## config.mk

```make
export PLATFORM = sky130hd
export DESIGN_NAME = xlat_walker
export DESIGN_NICKNAME = d
export VERILOG_FILES = /design/src/rtl/xlat_walker.sv
export SDC_FILE = /design/constraint.sdc
export NUM_CORES = 1
export LEC_CHECK = 0
export ABC_AREA = 1
export BUFFER_PORTS_ARGS = -buffer_cell sky130_fd_sc_hd__buf_2
export CAP_MARGIN = 40
export CORE_AREA = 5 5 205 207
export CTS_BUF_LIST = sky130_fd_sc_hd__clkbuf_4 sky130_fd_sc_hd__clkbuf_8
export CTS_CLUSTER_DIAMETER = 60
export DETAILED_ROUTE_END_ITERATION = 12
export DIE_AREA = 0 0 210 212
export HOLD_SLACK_MARGIN = 0.12
export PLACE_DENSITY = 0.69
export SKIP_LAST_GASP = 1
export SYNTH_ARGS = -nofsm -noshare
export SYNTH_HDL_FRONTEND = slang
export SYNTH_SLANG_ARGS = --single-unit
```

## constraint.sdc

```tcl
create_clock -name clk -period 11.1 [get_ports clk]
set_clock_uncertainty 0.2 [all_clocks]
set_input_delay 1.665 -clock clk [delete_from_list [all_inputs] [get_ports clk]]
set_output_delay 1.665 -clock clk [all_outputs]
set_load 0.005 [all_outputs]
```

## src/rtl/xlat_walker.sv

```systemverilog
`timescale 1ns/1ps
module xlat_walker (
  input  logic        clk,
  input  logic        rst_n,
  input  logic        req_valid,
  input  logic [63:0] req_vaddr,
  input  logic [1:0]  req_kind,
  input  logic [1:0]  req_space,
  input  logic        dat_en,
  input  logic        edat_en,
  input  logic [63:0] cr1,
  input  logic [63:0] cr7,
  input  logic [63:0] cr13,
  output logic        busy,
  output logic        mem_req,
  output logic [63:0] mem_addr,
  input  logic        mem_valid,
  input  logic [63:0] mem_data,
  output logic        done,
  output logic        fault,
  output logic [7:0]  fault_code,
  output logic [63:0] xlat_addr,
  output logic        perm_r,
  output logic        perm_w,
  output logic        perm_x,
  output logic [63:0] exc_word
);
  localparam logic [7:0] FC_PROT  = 8'h04;
  localparam logic [7:0] FC_SEG   = 8'h10;
  localparam logic [7:0] FC_PAGE  = 8'h11;
  localparam logic [7:0] FC_SPEC  = 8'h12;
  localparam logic [7:0] FC_ATYPE = 8'h38;
  localparam logic [7:0] FC_RG1   = 8'h39;
  localparam logic [7:0] FC_RG2   = 8'h3A;
  localparam logic [7:0] FC_RG3   = 8'h3B;

  function automatic logic [7:0] lvl_code(input logic [1:0] l);
    case (l)
      2'd0:    lvl_code = FC_SEG;
      2'd1:    lvl_code = FC_RG3;
      2'd2:    lvl_code = FC_RG2;
      default: lvl_code = FC_RG1;
    endcase
  endfunction

  function automatic logic [13:0] ent_off(input logic [1:0] l, input logic [63:0] v);
    case (l)
      2'd0:    ent_off = {v[30:20], 3'b000};
      2'd1:    ent_off = {v[41:31], 3'b000};
      2'd2:    ent_off = {v[52:42], 3'b000};
      default: ent_off = {v[63:53], 3'b000};
    endcase
  endfunction

  function automatic logic [1:0] next_idx(input logic [1:0] l, input logic [63:0] v);
    case (l)
      2'd1:    next_idx = v[30:29];
      2'd2:    next_idx = v[41:40];
      default: next_idx = v[52:51];
    endcase
  endfunction

  logic        fetching, pg, wr_q, secf_q, secd_q;
  logic [1:0]  lvl, kind_q, sp_q;
  logic [63:0] va_q, addr_q;

  wire        sec_in  = (req_space == 2'd2);
  wire        secf_in = sec_in && (req_kind == 2'd2);
  wire        secd_in = sec_in && (req_kind != 2'd2);
  wire [63:0] asce    = (req_space == 2'd3) ? cr13 : secd_in ? cr7 : cr1;
  wire [63:0] va_in   = {req_vaddr[63:12], 12'h000};
  wire [1:0]  sp_in   = secd_in ? 2'd2 : (req_space == 2'd3) ? 2'd3 : 2'd0;

  wire [63:0] va_e   = fetching ? va_q   : va_in;
  wire [1:0]  kind_e = fetching ? kind_q : req_kind;
  wire [1:0]  sp_e   = fetching ? sp_q   : sp_in;
  wire        secf_e = fetching ? secf_q : secf_in;
  wire        secd_e = fetching ? secd_q : secd_in;
  wire [1:0]  nidx   = next_idx(lvl, va_q);
  wire [1:0]  lvl_dn = lvl - 2'd1;

  logic        fin, ff, fw, go, npg;
  logic [7:0]  fc;
  logic [63:0] fa, na;
  logic [1:0]  nl;

  always_comb begin
    fin = 1'b0; ff = 1'b0; fc = 8'h00; fa = 64'd0; fw = wr_q;
    go = 1'b0; npg = 1'b0; nl = lvl; na = 64'd0;
    if (!fetching) begin
      if (req_valid) begin
        fw = 1'b1;
        if (!dat_en || asce[5]) begin
          fin = 1'b1; fa = va_in;
        end else begin
          case (asce[3:2])
            2'd3: if (va_in[63:62] > asce[1:0]) begin fin = 1'b1; ff = 1'b1; fc = FC_RG1; end
            2'd2: if (|va_in[63:53]) begin fin = 1'b1; ff = 1'b1; fc = FC_ATYPE; end
                  else if (va_in[52:51] > asce[1:0]) begin fin = 1'b1; ff = 1'b1; fc = FC_RG2; end
            2'd1: if (|va_in[63:42]) begin fin = 1'b1; ff = 1'b1; fc = FC_ATYPE; end
                  else if (va_in[41:40] > asce[1:0]) begin fin = 1'b1; ff = 1'b1; fc = FC_RG3; end
            default: if (|va_in[63:31]) begin fin = 1'b1; ff = 1'b1; fc = FC_ATYPE; end
                  else if (va_in[30:29] > asce[1:0]) begin fin = 1'b1; ff = 1'b1; fc = FC_SEG; end
          endcase
          if (!fin) begin
            go = 1'b1; nl = asce[3:2];
            na = {asce[63:12], 12'h000} + {50'd0, ent_off(asce[3:2], va_in)};
          end
        end
      end
    end else if (mem_valid) begin
      if (pg) begin
        if (mem_data[10]) begin fin = 1'b1; ff = 1'b1; fc = FC_PAGE; end
        else if (mem_data[11]) begin fin = 1'b1; ff = 1'b1; fc = FC_SPEC; end
        else begin fin = 1'b1; fw = wr_q & ~mem_data[9]; fa = {mem_data[63:12], 12'h000}; end
      end else if (mem_data[5]) begin
        fin = 1'b1; ff = 1'b1; fc = lvl_code(lvl);
      end else if (mem_data[3:2] != lvl) begin
        fin = 1'b1; ff = 1'b1; fc = FC_SPEC;
      end else if (lvl == 2'd0) begin
        fw = wr_q & ~mem_data[9];
        if (edat_en && mem_data[10]) begin
          fin = 1'b1; fa = {mem_data[63:20], va_q[19:0]};
        end else begin
          go = 1'b1; npg = 1'b1; nl = 2'd0;
          na = {mem_data[63:11], 11'd0} + {53'd0, va_q[19:12], 3'b000};
        end
      end else if (nidx < mem_data[7:6] || nidx > mem_data[1:0]) begin
        fin = 1'b1; ff = 1'b1; fc = lvl_code(lvl_dn);
      end else begin
        fw = wr_q & ~(edat_en & mem_data[9]);
        go = 1'b1; nl = lvl_dn;
        na = {mem_data[63:12], 12'h000} + {50'd0, ent_off(lvl_dn, va_q)};
      end
    end
    if (fin && !ff && kind_e == 2'd1 && !fw) begin ff = 1'b1; fc = FC_PROT; end
  end

  always_ff @(posedge clk) begin
    if (!rst_n) begin
      fetching <= 1'b0; pg <= 1'b0; wr_q <= 1'b0; secf_q <= 1'b0; secd_q <= 1'b0;
      lvl <= 2'd0; kind_q <= 2'd0; sp_q <= 2'd0; va_q <= 64'd0; addr_q <= 64'd0;
      done <= 1'b0; fault <= 1'b0; fault_code <= 8'h00; xlat_addr <= 64'd0;
      perm_r <= 1'b0; perm_w <= 1'b0; perm_x <= 1'b0; exc_word <= 64'd0;
    end else begin
      done <= fin;
      if (!fetching && req_valid) begin
        va_q <= va_in; kind_q <= req_kind; sp_q <= sp_in;
        secf_q <= secf_in; secd_q <= secd_in;
      end
      if (go) begin
        fetching <= 1'b1; pg <= npg; lvl <= nl; addr_q <= na; wr_q <= fw;
      end else if (fin) begin
        fetching <= 1'b0;
      end
      if (fin) begin
        fault      <= ff;
        fault_code <= fc;
        xlat_addr  <= ff ? 64'd0 : fa;
        perm_r     <= !ff && !secf_e;
        perm_w     <= !ff && fw && !secf_e;
        perm_x     <= !ff && !secd_e;
        exc_word   <= ff ? {va_e[63:12], kind_e != 2'd1, kind_e == 2'd1, 7'd0, fc == FC_PROT, sp_e}
                         : 64'd0;
      end
    end
  end

  assign busy     = fetching;
  assign mem_req  = fetching;
  assign mem_addr = addr_q;

  logic unused_bits;
  assign unused_bits = ^{asce[11:6], asce[4], mem_data[8], mem_data[4], req_vaddr[11:0]};


  mem_hold_chk: assert property (@(posedge clk) disable iff (!rst_n)
    mem_req && !mem_valid |=> mem_req && $stable(mem_addr));

  mem_align_chk: assert property (@(posedge clk) disable iff (!rst_n)
    mem_req |-> mem_addr[2:0] == 3'd0);

  done_idle_chk: assert property (@(posedge clk) disable iff (!rst_n)
    done |-> !mem_req);

  store_perm_chk: assert property (@(posedge clk) disable iff (!rst_n)
    done && !fault && kind_q == 2'd1 |-> perm_w);

  exc_dir_chk: assert property (@(posedge clk) disable iff (!rst_n)
    done && fault |-> exc_word[11] != exc_word[10]);

  page_align_chk: assert property (@(posedge clk) disable iff (!rst_n)
    done && !fault |-> xlat_addr[11:0] == 12'h000 && fault_code == 8'h00);
endmodule

```

Word level (Yosys, flattened, before mapping)
Index checks and enable logic that the tools add are counted.
{ "word_totals": {"register_bits": 268, "latchBits": 0, "ramBits": 0, "mem_bits_ro": 0, "output_inout_bits": 207, "word_cells": 226, "memories": 0} }
{ "op_classes": {"add_sub_neg": 4, "multipliers": 0, "n_div": 0, "n_lt_le_gt_ge": 6, "n_eq_ne": 23, "shifts": 0, "n_mux": 141, "n_bitwise": 5, "n_reduce_logical": 29} }
{ "op_table": {"columns": ["operator", "count"], "rows": [
  ["2-to-1 mux 64 bit", 27],
  ["2-to-1 mux 14 bit", 11],
  ["adder 64 x 14 -> 64 bit", 2],
  ["one-hot mux 14 bit (3 select lines)", 2],
  ["adder 64 x 11 -> 64 bit", 1],
  ["2-to-1 mux 1 bit", 62],
  ["2-to-1 mux 8 bit", 7],
  ["2-to-1 mux 6 bit", 9],
  ["one-hot mux 6 bit (3 select lines)", 2],
  ["OR reduction 33 bit", 1],
  ["2-to-1 mux 2 bit", 15],
  ["one-hot mux 8 bit (3 select lines)", 1],
  ["OR reduction 22 bit", 1],
  ["2-to-1 mux 5 bit", 3],
  ["equality test 2 bit, second input constant", 7],
  ["!= test 2 bit, second input constant", 7],
  ["logical AND 1 bit", 11],
  ["OR reduction 11 bit", 1],
  ["greater-than comparator 2 bit", 5],
  ["AND reduction 10 bit", 1],
  ["equality test 2 x 1 -> 1 bit, second input constant", 4],
  ["equality test 8 x 3 -> 1 bit, second input constant", 1],
  ["zero test 1 bit", 7],
  ["zero test 2 bit", 3],
  ["11 further kinds", 17]
]} }

Depth between registers and ports, before layout
Gate-level depths: netlist (run 1).
{ "depth": {"word_depth": 21, "ltp_mapped": 28} }

Worst setup path after synthesis (run 1)
OpenSTA, ideal clock, no wires.
{ "synth_path": {"path_type": "input to register", "startpoint": "input req_kind[0]", "endpoint": "register xlat_addr[35]", "arrival_ns": 4.454, "required_time_ns": 10.831, "slack_ns": 6.377, "cell_stages": 24, "path_buffers": 5, "path_cell_list": "inv_1 > nand2_2 > nand2_4 > buf_6 > buf_6 > buf_2 > nor2_1 > o21ai_0 > ha_1 > nor2_1 > nor2_1 > o21ai_0 > nand2_2 > nand3_2 > nand2_1 > nand2_1 > nand2_2 > nand2_4 > inv_2 > buf_6 > nor2_8 > buf_4 > nand2_1 > o21ai_1"} }
{ "synth_between": {"elab_chain_len": 19, "word_cells_on_any_way": 40} }
{ "synth_rtl": {"columns": ["item", "line", "rtl"], "rows": [
  ["start: declaration", "7", "input logic [1:0] req_kind,"],
  ["!= test 2 bit", "69", "wire secd_in = sec_in && (req_kind != 2'd2);"],
  ["logical AND 1 bit", "69", null],
  ["2-to-1 mux 64 bit (2 in a row)", "70", "wire [63:0] asce = (req_space == 2'd3) ? cr13 : secd_in ? cr7 : cr1;"],
  ["greater-than comparator 2 bit (on tied branches)", "103, 101, 99", null],
  ["2-to-1 mux 1 bit (on tied branches)", "103, 101, 99", null],
  ["2-to-1 mux 1 bit (on tied branches)", "102, 100, 98", null],
  ["one-hot mux 1 bit (3 select lines)", "96", "case (asce[3:2])"],
  ["2-to-1 mux 1 bit", "93", "if (!dat_en || asce[5]) begin"],
  ["2-to-1 mux 1 bit", "91", "if (req_valid) begin"],
  ["2-to-1 mux 1 bit", "90", "if (!fetching) begin"],
  ["2-to-1 mux 1 bit", "93", null],
  ["2-to-1 mux 1 bit", "91", null],
  ["2-to-1 mux 1 bit", "90", null],
  ["logical AND 1 bit (3 in a row)", "136", "if (fin && !ff && kind_e == 2'd1 && !fw) begin ff = 1'b1; fc = FC_PROT; end"],
  ["2-to-1 mux 1 bit", "136", null],
  ["2-to-1 mux 64 bit", "159", "xlat_addr <= ff ? 64'd0 : fa;"],
  ["end signal: assignment", "159", null],
  ["end: declaration", "22", "output logic [63:0] xlat_addr,"]
]} }
Parallel ways exist; a longest one is shown, timed or not. The select of a mux whose other input is x is not followed.
A chain may end at the register's enable or synchronous reset.

Worst setup path after layout (run 1)
{ "layout_path": {"startpoint": "input req_kind[0]", "endpoint": "register xlat_addr[26]"} }
The elaborated chain is that of the path after synthesis.

==> results of run 1 <==
[sequential cells by signal (all words and copies together) (netlist names), 2 cells and up]
name,count
fault_code,5
xlat_addr,52
va_q,52
exc_word,57
mem_addr,61
lvl,2
sp_q,2
kind_q,2
[worst max-delay path, delay by kind of cell]
kind | cells | cell delay, ns
buffers and inverters | 9 | 2.57
AO/OA/AOI/OAI | 4 | 0.83
adder cells (fa/ha/maj) | 1 | 0.40
AND/OR/NAND/NOR | 12 | 1.14
[kinds of logic after synthesis]
kind of cell,after synthesis,share of synthesized area [%]
simple gates,1587,39.28
compound gates,557,18.14
buf+inv,433,11.31
flops,243,28.49
xor+xnor,22,1.128
fa+ha+maj,21,1.627
other cells,1,0.02196
[report_power, final]
group | switching [uW] | total, uW | internal (uW)
logic | 371 | 536 | 164
registers | 28.6 | 942 | 914
clock network | 390 | 875 | 485
total | 790 | 2350 | 1560
[area by class of cell]
class	count	area share [%]
multi-input cells	2211	50.92
well taps	532	3.267
clock buffers	62	3.912
flip-flops and latches	243	23.89
clock inverters	9	0.4545
inverters	263	4.858
diodes	2	0.02457
repair buffers	499	12.68
[synth_stat cells (15+ instances only)]
cell / n
dfxtp_1: 243
buf_6: 15
o211ai_1: 21
clkbuf_1: 68
xor2_1: 15
a21oi_1: 185
nand3_1: 203
nand4_1: 54
ha_1: 19
nand2_1: 938
buf_2: 45
nor2_1: 272
o22ai_1: 19
inv_1: 249
buf_4: 36
o21ai_1: 59
or2_2: 25
a31oi_1: 33
o21ai_0: 185
nor3_1: 36
[cells in the final DEF, fill, tap and decap left out, drive strengths merged, types with 3 or more instances in the layout]
master / count
nand2: 950
o221ai: 3
clkbuf: 62
a221oi: 4
nor2: 292
xnor2: 7
buf: 499
dfxtp: 243
a32oi: 6
inv: 260
nand3b: 7
o22ai: 19
ha: 19
o21ai: 249
a31oi: 34
or2: 27
nand3: 207
a22oi: 12
conb: 24
nor3: 37
clkinv: 9
a21o: 3
a21oi: 186
nor4: 10
o2111ai: 5
o211ai: 21
xor2: 15
nand4: 54
[stage by stage]
| stage | cell area, um^2 | hold slack, ns |
|---|---|---|
| after floorplan | 17160 | 0.2384 |
| after global placement | 19420 | 0.2328 |
| after detailed placement | 19480 | 0.2352 |
| after CTS | 20370 | 0.2522 |
| after global routing | 20370 | 0.2638 |
| final | 20370 | 0.2499 |
[routing by layer]
metal	vias to the layer above	part of all wire (%)	GRT usage, %
met2	1139	45	57.38
li1	10106	-	-
met1	9744	39	45.11
met4	0	7.2	21.76
met3	201	8.7	6.094
met5	-	0	0
[worst paths after layout]
path	from	endpoint	cells after the start
hold reg to reg	exc_word[28]$_SDFFE_PN0P_	exc_word[28]$_SDFFE_PN0P_	2
setup / recovery	req_kind[0]	xlat_addr[26]$_SDFFE_PN0P_	26
setup reg to reg	lvl[1]$_SDFFE_PN0P_	mem_addr[51]$_SDFFE_PN0P_	21
hold / removal	exc_word[28]$_SDFFE_PN0P_	exc_word[28]$_SDFFE_PN0P_	2
==> reports/summary.txt, run 1 <==
run status = completed
htree depth = 2
largest net degree at the start of global routing = 92
vias = 21190
1st-pass router iterations = 6
TritonCTS Sinks = 243
Sequential Area = 4866 um^2
final setup TNS = 0 ns
core box area = 40180 um^2
Slew Limit Fails = 0
fraction of layout cells with a size suffix above 1 = 19.96%
Setup Viol. Count Final = 0
Hold Fails Final Rpt = 0
Rows = 74
ys flop type = dfxtp_1
WP data required = 11.39 ns
syn avg cell area = 5.962 um^2
clk root buf = clkbuf_8
Synth Instances = 2864
Total Wirelength = 84540 um
number of global-route vias before repair = 19960
multi-input logic area = 10370 um^2
pwr dens = 115.5 nW/um^2
Die W = 210 um
initial core utilization = 42.49%
RSZ-0062 raised after global routing = no
WP data arrival = 6.73 ns
CTS tree = done
placed cell count = 3748
gr ovfl total = 0
gpl congestion = 0.9913
Total Power = 2353 uW
slew margin rel. = 40.93%
DR WL/cell = 22.13 um
CTS max path bufs = 3
initial antenna violation count = 3
number of flops mapped to enable cells by yosys = 0
Port Buffers = 477
crit start category = input port
# nets final = 3611
cts hold-fix bufs = 0
Yosys warnings = 0
Syn-to-layout area delta = 19.31%
worst slew pin tran = 0.8860 ns
final core occ = 50.70%
Finished Layout Cells = 3821
CP max stage cell = buf_4
Peak Freq = 155.4 MHz
Syn Std Cell Area = 17080 um^2
leakage power = 0.009603 uW
R2R setup slack = 5.54 ns
largest area contributor in the netlist = dfxtp_1
DRC violations left = 0
most used cell, CP = nand2_1
I/O pins = 537
Synth area leaders = dfxtp_1 28%, nand2_1 21%, nor2_1 6.0%
setup ws final = 4.665 ns
Critical Path End Type = flop
CP max stage delay = 0.71 ns
register area share after synthesis = 28.49%
post-cts sizing count = 0
DRT iter0 DRCs = 2061
worst vdd ir = 0.06173 mV
die footprint = 44520 um^2
top cell type's share of synthesized area = 28.49%
period utilization = 57.97%
Fillers = 4286
first-pass GRT wire length = 122400 um
Global Route Usage Sum = 35.74%
DP Worst Slack = 4.172 ns
Final ANT Viol Nets = 0
CTS Buf Count = 42
max-cap viol count = 0
kind of critical path = input port to flop
Clk pin slew, worst setup/hold paths = 0.06 ns
die height = 212 um
Post-CTS Setup Inserts = 0
HPWL Detailed = 67700 um
via density per instance = 5.546
clk_lat worst skew = 0.60 ns
Post-synth ARST share = 0%
Unique masters post-synth = 62
worst-path maximum fanout = 91
Final min period = 6.435 ns
worst hold path class = flop to flop
synthesized flop and latch total = 243
(Power assumes the default switching activity.)
==> inputs of run 2 (changes only) <==
--- a/config.mk
+++ b/config.mk
@@ -14,7 +14,7 @@
 export DETAILED_ROUTE_END_ITERATION = 12
 export DIE_AREA = 0 0 210 212
 export HOLD_SLACK_MARGIN = 0.12
-export PLACE_DENSITY = 0.69
+export PLACE_DENSITY = 0.72
 export SKIP_LAST_GASP = 1
 export SYNTH_ARGS = -nofsm -noshare
 export SYNTH_HDL_FRONTEND = slang
==> constraint.sdc (replaced) <==
create_clock -name clk -period 5.3 [get_ports clk]
set_clock_uncertainty 0.2 [all_clocks]
set_input_delay 0.795 -clock clk [delete_from_list [all_inputs] [get_ports clk]]
set_output_delay 0.795 -clock clk [all_outputs]
set_load 0.005 [all_outputs]
==> run 2 against run 1 <==
Effect of this change: die area unchanged; worst hold slack got worse by 0.0040 ns; largest cell class unchanged; first-iteration DRC count is 5.3% higher.
==> reports/summary.txt, run 2 (synthesized netlist as in run 1, its figures left out) <==
commonest non-fill, non-tap cells in the layout = 938 x nand2_1, 477 x buf_2, 270 x nor2_1, 248 x inv_1, 242 x dfxtp_1
Critical Path End Type = flop
multi-input logic area = 10380 um^2
vias = 20956
post-cts sizing count = 0
htree depth = 2
initial core utilization = 42.49%
Die W = 210 um
first-pass GRT wire length = 115400 um
clk_lat worst skew = 0.60 ns
Int Pwr = 3433 uW
cts hold-fix bufs = 0
kind of critical path = flop to flop
Worst Hold Launch = exc_word[16]$_SDFFE_PN0P_
I/O pins = 537
WL met3 = 6489 um
R2R setup slack = 0.58 ns
pwr dens = 247.6 nW/um^2
Rows = 74
slew margin rel. = 42.78%
Largest register FFs = 61
core box area = 40180 um^2
period utilization = 89.11%
P_sw = 1677 uW
met1 wire length = 30990 um
DRC violations left = 0
die footprint = 44520 um^2
HPWL Detailed = 63510 um
DR WL/cell = 20.58 um
clock network power share = 39.9%
CTS max path bufs = 3
Sequential Area = 4866 um^2
Final min period = 4.723 ns
Worst R2R Start = lvl[0]$_SDFFE_PN0P_
WP data required = 5.55 ns
Peak Freq = 211.7 MHz
gpl congestion = 1.032
worst-path maximum fanout = 8
DRT iter0 DRCs = 2170
Hold WS = 0.2458 ns
TritonCTS Sinks = 243
WL met2 = 35690 um
Global Route Usage Sum = 33.52%
max-cap viol count = 0
Hold Crit Depth = 2
Gate power share = 21.6%
RR Endpoint = mem_addr[58]$_SDFFE_PN0P_
initial antenna violation count = 10
WHS Endpoint = exc_word[16]$_SDFFE_PN0P_
worst hold path class = flop to flop
RSZ-0062 raised after global routing = no
Setup Viol. Count Final = 0
run status = completed
Flop pwr share = 38.5%
max layer used = met5
worst vdd ir = 0.1623 mV
WP data arrival = 4.97 ns
largest net degree at the start of global routing = 84
gr ovfl total = 0
CTS tree = done
1st-pass router iterations = 6
via density per instance = 5.442
# nets final = 3630
clk root buf = clkbuf_8
Clk pin slew, worst setup/hold paths = 0.07 ns
Final ANT Viol Nets = 0
leakage power = 0.009755 uW
Hold Fails Final Rpt = 0
worst slew pin tran = 0.8493 ns
most common cell after layout, fill and taps aside = nand2_1
fraction of layout cells with a size suffix above 1 = 20.57%
Sw Share = 32.82%
final setup TNS = 0 ns
worst r2r path cells = 22
number of global-route vias before repair = 19289
Fillers = 4481
Port Buffers = 477
Syn-to-layout area delta = 20.86%
CTS Buf Count = 43
Total Wirelength = 79250 um
Slew Limit Fails = 0
Post-CTS Setup Inserts = 0
die height = 212 um
crit start category = flop
-- run 2: layer usage --
metal,track usage (%),up-vias
met4,22.10,2
met5,0,-
met1,42.12,9478
met3,4.869,223
li1,-,10182
met2,53.83,1071
-- run 2: worst max-delay path by stage --
stage / slack [ns] / depth (start not counted) / end / startpoint
after floorplan: 1.45 / 24 / xlat_addr[35]$_SDFFE_PN0P_ / req_kind[0]
after global placement: 0.63 / 25 / mem_addr[41]$_SDFFE_PN0P_ / req_kind[0]
after detailed placement: 0.59 / 25 / mem_addr[41]$_SDFFE_PN0P_ / req_kind[0]
after CTS: 0.65 / 23 / mem_addr[56]$_SDFFE_PN0P_ / lvl[0]$_SDFFE_PN0P_
after global routing: 0.22 / 22 / mem_addr[60]$_SDFFE_PN0P_ / lvl[0]$_SDFFE_PN0P_
final: 0.58 / 22 / mem_addr[58]$_SDFFE_PN0P_ / lvl[0]$_SDFFE_PN0P_
-- run 2: worst max-delay path: stages, from the launching register on --
cell and delay, ns:
dfxtp_1 0.47, inv_1 0.15, ha_1 0.30, inv_1 0.21, nor2_1 0.06, a31oi_1 0.15, ha_1 0.19, inv_1 0.07
fa_1 0.45, inv_1 0.18, nand3_1 0.19, nor2_1 0.17, nand2_1 0.09, nor2_1 0.18, nand3_1 0.13, nor2_1 0.20
nand2_1 0.12, nor2_1 0.44, nand3_1 0.15, nand3_1 0.10, o21ai_0 0.19, inv_1 0.11, a31oi_1 0.09
-- run 2: power by group through the flow --
stage / logic, uW / clock network [uW] / registers, uW
2_1_floorplan: 634 / 0 / 2000
5_1_grt: 1210 / 2150 / 1980
6_report: 1100 / 2040 / 1970
3_3_place_gp: 1080 / 0 / 2010
3_5_place_dp: 1080 / 0 / 2010
4_1_cts: 1080 / 2050 / 1970
-- run 2: cell type report --
class | count | area share [%]
flip-flops and latches | 243 | 23.58
inverters | 263 | 4.796
clock buffers | 60 | 3.789
well taps | 532 | 3.225
clock inverters | 17 | 1.031
multi-input cells | 2211 | 50.28
diodes | 8 | 0.09700
repair buffers | 517 | 13.20
-- run 2: per-stage QoR --
stage | power, uW | setup slack (ns) | utilization (%) | cell area [um^2] | std cells
2_1_floorplan | 2634 | 1.447 | - | 17160 | 2887
3_3_place_gp | 3083 | 0.6301 | 48.83 | 19620 | 3766
3_5_place_dp | 3088 | 0.5914 | 48.83 | 19620 | 3766
4_1_cts | 5108 | 0.6524 | 51.31 | 20620 | 3843
5_1_grt | 5328 | 0.2218 | 51.36 | 20640 | 3851
6_report | 5110 | 0.5774 | 51.36 | 20640 | 3851
